==> src/rtl/cfs_pkg.sv <==
package cfs_pkg;
   localparam int BYTE_W = 8;
   localparam int OP_W   = 4;
   localparam int CNT_W  = 4;

   typedef enum logic {
      SEQ_HDR  = 1'b0,
      SEQ_BODY = 1'b1
   } seq_state_t;

   typedef struct packed {
      logic            addr_conv;
      logic            rd_nwr;
      logic            pwr_up;
      logic            chan_sel;
      logic [OP_W-1:0] opcode;
   } hdr_t;

   function automatic logic [CNT_W-1:0] body_len(input logic [OP_W-1:0] op);
      case (op)
         4'h0, 4'h1, 4'h9, 4'hD, 4'hE: body_len = 4'd4;
         4'h2, 4'h3, 4'h8, 4'hB:       body_len = 4'd2;
         4'h4, 4'h5, 4'h6, 4'h7:       body_len = 4'd1;
         4'hA, 4'hC:                   body_len = 4'd8;
         default:                      body_len = 4'd0;
      endcase
   endfunction
endpackage

==> src/rtl/cfs_fifo.sv <==
module cfs_fifo #(
   parameter int W     = 8,
   parameter int DEPTH = 16
) (
   input  logic         clk,
   input  logic         rst_n,
   input  logic         push,
   input  logic [W-1:0] push_data,
   input  logic         pop,
   output logic [W-1:0] head,
   output logic         empty,
   output logic         full
);
   localparam int AW = (DEPTH > 1) ? $clog2(DEPTH) : 1;
   localparam int CW = $clog2(DEPTH + 1);
   localparam bit POW2 = (DEPTH & (DEPTH - 1)) == 0;

   if (DEPTH < 2) begin : g_bad_depth
      $error("cfs_fifo: DEPTH must be at least 2");
   end

   logic [W-1:0]  mem [DEPTH];
   logic [AW-1:0] wr_ptr, rd_ptr, wr_nxt, rd_nxt;
   logic [CW-1:0] count;
   logic          do_wr, do_rd;

   assign empty = (count == '0);
   assign full  = (count == CW'(DEPTH));
   assign do_wr = push && !full;
   assign do_rd = pop && !empty;
   assign head  = mem[rd_ptr];

   if (POW2) begin : g_wrap_free
      assign wr_nxt = wr_ptr + 1'b1;
      assign rd_nxt = rd_ptr + 1'b1;
   end else begin : g_wrap_cmp
      assign wr_nxt = (wr_ptr == AW'(DEPTH - 1)) ? '0 : wr_ptr + 1'b1;
      assign rd_nxt = (rd_ptr == AW'(DEPTH - 1)) ? '0 : rd_ptr + 1'b1;
   end

   always_ff @(posedge clk) begin
      if (do_wr) mem[wr_ptr] <= push_data;
   end

   always_ff @(posedge clk) begin
      if (!rst_n) begin
         wr_ptr <= '0;
         rd_ptr <= '0;
         count  <= '0;
      end else begin
         if (do_wr) wr_ptr <= wr_nxt;
         if (do_rd) rd_ptr <= rd_nxt;
         case ({do_wr, do_rd})
            2'b10:   count <= count + 1'b1;
            2'b01:   count <= count - 1'b1;
            default: count <= count;
         endcase
      end
   end
endmodule

==> src/rtl/cfs_len_lut.sv <==
module cfs_len_lut
   import cfs_pkg::*;
(
   input  logic [OP_W-1:0]  opcode,
   output logic [CNT_W-1:0] len,
   output logic             known
);
   assign len   = body_len(opcode);
   assign known = (len != '0);
endmodule

==> src/rtl/cfs_seq.sv <==
module cfs_seq
   import cfs_pkg::*;
(
   input  logic             clk,
   input  logic             rst_n,
   input  logic             proc_en,
   input  logic             head_vld,
   input  logic [CNT_W-1:0] hdr_len,
   input  logic             hdr_known,
   input  logic             tx_ready,
   output logic             tx_valid,
   output logic             tx_last,
   output logic             pop,
   output logic             frame_done,
   output logic             bad_op
);
   seq_state_t       state;
   logic [CNT_W-1:0] remain;
   logic             in_body, accept, drop;

   assign in_body  = (state == SEQ_BODY);
   assign tx_valid = proc_en && head_vld && (in_body || hdr_known);
   assign drop     = proc_en && head_vld && !in_body && !hdr_known;
   assign accept   = tx_valid && tx_ready;
   assign pop      = accept || drop;
   assign tx_last  = in_body && (remain == CNT_W'(1));

   always_ff @(posedge clk) begin
      if (!rst_n) begin
         state      <= SEQ_HDR;
         remain     <= '0;
         frame_done <= 1'b0;
         bad_op     <= 1'b0;
      end else begin
         frame_done <= accept && tx_last;
         bad_op     <= drop;
         if (!proc_en) begin
            state  <= SEQ_HDR;
            remain <= '0;
         end else if (accept) begin
            if (!in_body) begin
               state  <= SEQ_BODY;
               remain <= hdr_len;
            end else begin
               remain <= remain - 1'b1;
               if (tx_last) state <= SEQ_HDR;
            end
         end
      end
   end
endmodule

==> src/rtl/cfs_cmd_sequencer.sv <==
module cfs_cmd_sequencer
   import cfs_pkg::*;
#(
   parameter int DEPTH = 16
) (
   input  logic              clk,
   input  logic              rst_n,
   input  logic              wr_en,
   input  logic [BYTE_W-1:0] wr_data,
   input  logic              proc_en,
   input  logic              tx_ready,
   output logic              tx_valid,
   output logic [BYTE_W-1:0] tx_data,
   output logic              tx_last,
   output logic              fifo_empty,
   output logic              fifo_full,
   output logic              frame_done,
   output logic              bad_op
);
   if (DEPTH < 9) begin : g_depth_chk
      $error("cfs_cmd_sequencer: DEPTH must hold the longest frame (9 bytes)");
   end

   logic [BYTE_W-1:0] head;
   hdr_t              hdr;
   logic [CNT_W-1:0]  hdr_len;
   logic              hdr_known, pop;

   assign hdr     = hdr_t'(head);
   assign tx_data = head;

   cfs_fifo #(.W(BYTE_W), .DEPTH(DEPTH)) u_fifo (
      .clk       (clk),
      .rst_n     (rst_n),
      .push      (wr_en),
      .push_data (wr_data),
      .pop       (pop),
      .head      (head),
      .empty     (fifo_empty),
      .full      (fifo_full)
   );

   cfs_len_lut u_lut (
      .opcode (hdr.opcode),
      .len    (hdr_len),
      .known  (hdr_known)
   );

   cfs_seq u_seq (
      .clk        (clk),
      .rst_n      (rst_n),
      .proc_en    (proc_en),
      .head_vld   (!fifo_empty),
      .hdr_len    (hdr_len),
      .hdr_known  (hdr_known),
      .tx_ready   (tx_ready),
      .tx_valid   (tx_valid),
      .tx_last    (tx_last),
      .pop        (pop),
      .frame_done (frame_done),
      .bad_op     (bad_op)
   );
endmodule

==> config.mk <==
export PLATFORM = sky130hd
export DESIGN_NAME = cfs_cmd_sequencer
export DESIGN_NICKNAME = d
export VERILOG_FILES = /design/src/rtl/cfs_pkg.sv /design/src/rtl/cfs_fifo.sv /design/src/rtl/cfs_len_lut.sv /design/src/rtl/cfs_seq.sv /design/src/rtl/cfs_cmd_sequencer.sv
export SDC_FILE = /design/constraint.sdc
export NUM_CORES = 1
export LEC_CHECK = 0
export ABC_AREA = 1
export ABC_CLOCK_PERIOD_IN_PS = 3520
export BUFFER_PORTS_ARGS = -buffer_cell sky130_fd_sc_hd__buf_2
export CORE_MARGIN = 2
export CORE_UTILIZATION = 45
export DETAILED_ROUTE_END_ITERATION = 16
export HOLD_SLACK_MARGIN = 0.12
export SETUP_SLACK_MARGIN = 0.02
export SKIP_LAST_GASP = 1
export SLEW_MARGIN = 20
export SYNTH_ARGS = -nofsm -noshare
export SYNTH_HDL_FRONTEND = slang
export SYNTH_SLANG_ARGS = --single-unit
==> constraint.sdc <==
create_clock -name clk -period 3.52 [get_ports clk]
set_clock_uncertainty 0.05 [all_clocks]
set_input_delay 0.704 -clock clk [delete_from_list [all_inputs] [get_ports clk]]
set_output_delay 0.704 -clock clk [all_outputs]
set_load 0.02 [all_outputs]
After elaboration in Yosys (flattened, before gate mapping)
Memories as Yosys holds them, arrays and structs flattened. A register that Yosys moved wholly into a read port is not among the register bits. Index checks and enable logic that the tools add are counted.

Register bits after elaboration: 20. RAM bits: 128. ROM bits: 64. Input port bits: 13. Output and inout port bits: 14. Word-level logic and storage cells: 45. Memories kept: 2.

$add $sub $neg: 5. Equality and inequality tests: 4. Multiplexer cells: 8. Reduce and logical (&&, ||, !) cells: 19.

Memory list: u_fifo.mem (words 16, width 8, rd ports 1, clocked after memory_dff 1, wr ports 1, RTL line cfs_fifo.sv:22) `logic [W-1:0] mem [DEPTH];`; (name not given) (words 16, width 4, rd ports 1, clocked after memory_dff 0, wr ports 0, RTL line cfs_pkg.sv:20) `case (op)`.

Operator list (number): 2-to-1 mux 4 bit (3); one-hot mux 5 bit (2 select lines) (1); logical AND 1 bit (9); adder 4 x 1 -> 4 bit (second input constant) (2); adder 5 x 1 -> 5 bit (second input constant) (1); == test 5 bit (second input constant) (1); zero test 5 bit (1); subtractor 5 x 1 -> 5 bit (second input constant) (1); == test 4 x 1 -> 1 bit (second input constant) (1); zero test 1 bit (4); 2-to-1 mux 1 bit (4); nonzero test 4 bit (1); subtractor 4 x 1 -> 4 bit (second input constant) (1); == test 2 x 1 -> 1 bit (second input constant) (1); == test 2 bit (second input constant) (1); logical OR 1 bit (2); AND reduction 2 bit (1); nonzero test 2 bit (1).

Depth between registers and ports, before layout
Word-level depth: 9. Depth in mapped cells: 25. Gate-level depth less buffers: 24.

Cells and area by module
From an unflattened synthesis, not the netlist that was laid out.

Cells, all modules: 569. Area total of the unflattened synthesis: 6626.4 um2.

Modules (own cells, without submodules): cfs_fifo (instances 1, cells each 477, area an instance 6047.0 um2, sequential area each 4184.0 um2); cfs_seq (instances 1, cells each 68, area an instance 454.2 um2, sequential area each 140.1 um2); cfs_len_lut (instances 1, cells each 23, area an instance 121.4 um2, sequential area each 0.0 um2); cfs_cmd_sequencer (instances 1, cells each 1, area an instance 3.8 um2, sequential area each 0.0 um2).

Worst setup path before layout
No wires, ideal clock.

Kind: register to register. Start point: register (tool-made name). End point: register u_fifo.count[4]. Setup time: 0.122 ns. Data arrival time: 3.728 ns. Required time: 3.348 ns. Slack: -0.380 ns. Cell stages (with the launch flop): 23. Path buffers: 3. Clock period less this slack: 3.900 ns. Cell sequence: dfxtp_1 buf_6 buf_6 clkbuf_1 o21ai_0 o221ai_1 o211ai_1 nand2_1 inv_1 ha_1 or2_4 nand2_4 nand3_4 a21oi_4 ha_1 ha_1 a21o_1 a21oi_1 inv_1 a21oi_1 o21ai_0 o21ai_0 a21oi_1.

RTL lines: to (signal assigned) (RTL line cfs_fifo.sv:54) `2'b10: count <= count + 1'b1;`; to (signal assigned) (RTL line cfs_fifo.sv:55) `2'b01: count <= count - 1'b1;`; to (signal assigned) (RTL line cfs_fifo.sv:56) `default: count <= count;`; to (decl) (RTL line cfs_fifo.sv:24) `logic [CW-1:0] count;`.

==> impl_metrics.csv <==
group,metric,value,unit
sta,worst_pin_slew,0.5023,ns
sta,period_minus_slack,3.454,ns
logic_synthesis,yosysSeqAreaShare,0.6584,
global_route,antenna_found_initial,0,
clocking,htreeDepth,4,
sta,setup_violations,0,
global_route,gr-total-overflow,0,
drt,wl,15.40,mm
drt,viasPerCell,5.371,
worst_setup_path,crit_path_start_kind,"register",
drt,drt_pass1_iterations,5,
logic_synthesis,syn_inst,586,
place,place_hpwl,9.619,mm
floorplanning,dieArea,15580,um2
logic_synthesis,synth_area_leaders,"edfxtp_1 59%, dfxtp_1 7.3%, nand2_1 5.3%, nor2_1 4.9%, o21ai_0 3.9%",
place,portBuffers,26,
worst_setup_path,cp-endpoint,"u_fifo.count[4]",
logic_synthesis,synth-async-reset-ratio,0,
finish,seq_area,4329,um2
clocking,root_buffer,"clkbuf_16",
worst_setup_path,worstPathMaxFanout,11,
worst_setup_path,ff2ff_setup_slack,0.07,ns
sta,rsz0062_at_grt,"yes",
clocking,cts.sinks,152,
logic_synthesis,syn_avg_cell_area,11.21,um2
global_route,track_usage,0.2025,
power_and_ir_drop,ir_drop,399.9,uV
power_and_ir_drop,p_leak,0.003039,uW
clocking,numCtsBuffers,17,
global_route,grt_pass1_wl,23.63,mm
logic_synthesis,synthDistinctLibCells,41,
floorplanning,num_rows,44,
sta,fin_ws,0.06616,ns
place,place_ws,0.04975,ns
worst_setup_path,worst_setup_path_end_kind,"register",
worst_setup_path,reg2reg_to,"u_fifo.count[4]",
place,gp_congestion,0.8657,
min_path,min_from,"u_fifo.count[4]",
drt,vias,4512,
worst_setup_path,worst_ep_required_time,3.77,ns
logic_synthesis,syn_area,6568,um2
floorplanning,die_w,124.8,um
logic_synthesis,ys_ff_latch,152,
floorplanning,coreArea,14370,um2
finish,final_cell_mix,"128 x edfxtp_1, 91 x nand2_1, 85 x nor2_1, 46 x o21ai_0, 45 x inv_1",
drt,ant_nets,0,
worst_setup_path,crit_type,"register to register",
floorplanning,die_height,124.8,um
global_route,grt_pass1_vias,4328,
finish,final_common_cell,"edfxtp_1",
worst_setup_path,crit_arrival,3.71,ns
logic_synthesis,synth-edff-count,128,
finish,multi_input_area,1973,um2
clocking,cts_tree,"done",
run,max_cap_viol_count,0,
logic_synthesis,synth_top_cell_by_area,"edfxtp_1",
min_path,hold_path.class,"register to register",
global_route,grt_max_degree,27,
logic_synthesis,synth_top_area_frac,0.5853,
floorplanning,io_pins,27,
finish,syn_to_final_growth,19.15,%
finish,drive_gt1_frac,0.1905,
drt,drtIter0Drc,441,
floorplanning,initial_core_util,0.4571,
sta,finalHoldViolCount,0,
logic_synthesis,yosysWarningCount,0,
sta,timing.final.crit_share,0.9812,
sta,slew_violations,0,
sta,max_slew_margin,0.6639,
clocking,clockBufferDepth,2,
finish,finish.utilization,0.5446,
worst_setup_path,rr_worst_depth,22,
clocking,clk_latency,0.42,ns
sta,fmax,289.5,MHz
power_and_ir_drop,power_density,727.5,nW/um2
logic_synthesis,ys.flop_type,"edfxtp_1",
finish,diodes,0,
outcome,status,"finished, final reports clean",
drt,drc,0,
logic_synthesis,synthesis.nets,614,
drt,wire_per_inst,18.33,um
finish,nFillCells,1200,
finish,fin_nets,674,
clocking,path_clk_slew,0.05,ns
[kinds of logic (layout without fill, tap and decap cells)]
| logic type | Yosys count | in the layout | synth area share |
|---|---|---|---|
| DFF | 152 | 152 | 0.6584 |
| xor gates and xnor gates | 7 | 7 | 0.009335 |
| AOI/OAI and AO/OA | 97 | 97 | 0.08973 |
| buffers and inverters | 74 | 144 | 0.04896 |
| muxes | 1 | 1 | 0.001524 |
| and+or+nand+nor | 240 | 240 | 0.1623 |
| adders and majority gates | 15 | 15 | 0.02972 |
[critical path: stages (launching register included)]
cell and delay [ns]:
dfxtp_4 0.40, inv_8 0.07, buf_6 0.14, or2_0 0.20, nand2_1 0.10, nand3_2 0.09
nand3_2 0.09, nand2_2 0.08, inv_2 0.06, ha_1 0.23, or2_4 0.27, nand2_4 0.09
nand3_4 0.09, a21oi_4 0.17, ha_4 0.20, ha_4 0.22, a21o_1 0.19, a21oi_2 0.14
inv_2 0.06, a21oi_2 0.13, o21ai_2 0.07, o21ai_1 0.13, a21oi_1 0.06
[cells in the mapped netlist (all sizes together), types with 10 or more instances]
library cell  number
a21oi             11
o221ai            15
edfxtp           128
nand2             97
nand3             42
o21ai             55
inv               49
clkbuf            14
nor2              88
ha                14
buf               10
dfxtp             24
[final cells by class]
type,count,share of cell area
sequential,152,0.5532
multi-input combinational,360,0.2522
clock buffer,19,0.05532
inverter,50,0.02494
timing repair buffer,65,0.06204
tap,184,0.02942
clock inverter,10,0.02287
[stage by stage]
step | total power [uW] | hold WS [ns] | TNS (ns) | cell area [um2] | std cells
after floorplan | 3303 | 0.4076 | 0 | 6618 | 586
after global placement | 3659 | 0.4272 | 0 | 7103 | 806
after detailed placement | 3687 | 0.4403 | 0 | 7103 | 806
after CTS | 5603 | 0.4516 | 0 | 7716 | 835
after global routing | 5991 | 0.4761 | -0.1010 | 7825 | 840
final | 5693 | 0.4628 | 0 | 7825 | 840
[where the power goes]
part,switching [uW],leakage [uW],internal (uW)
Sequential,71.8,0.00135,2040
Clock,675,0.000302,1240
Combinational,1030,0.00138,634
[state kept, by name, indices dropped and copies added, names as in the netlist, named ones only]
| register | cells |
|---|---|
| u_fifo.count | 5 |
| u_seq.frame_done | 1 |
| u_fifo.rd_ptr | 4 |
| u_seq.remain | 4 |
| u_fifo.wr_ptr | 4 |
| u_seq.in_body | 1 |
| u_seq.bad_op | 1 |
| u_fifo.mem | 128 |
[timing repair]
action,CTS,global route
gates cloned,0,2
gates resized for setup,1,21
pin swaps,0,6
hold buffers,0,0
setup buffers,0,3
endpoints found under the hold margin,0,0
setup endpoints to repair,1,3
[worst min-delay path by stage]
stage | end | slack, ns | cells after the start
2_1_floorplan | u_fifo.count[4] | 0.41 | 2
3_3_place_gp | u_fifo.count[4] | 0.43 | 2
3_5_place_dp | u_fifo.count[4] | 0.44 | 2
4_1_cts | u_fifo.count[4] | 0.45 | 2
5_1_grt | u_fifo.count[4] | 0.48 | 2
6_report | u_fifo.count[4] | 0.46 | 2
[metal layers]
metal  up-vias  track usage  part of all wire
met5         -            0                 0
met4         0      0.07799             0.020
met3        26      0.04811             0.057
met2       137       0.3218              0.48
met1      2188       0.2708              0.44
li1       2161            -                 -
(Power assumes the default switching activity.)
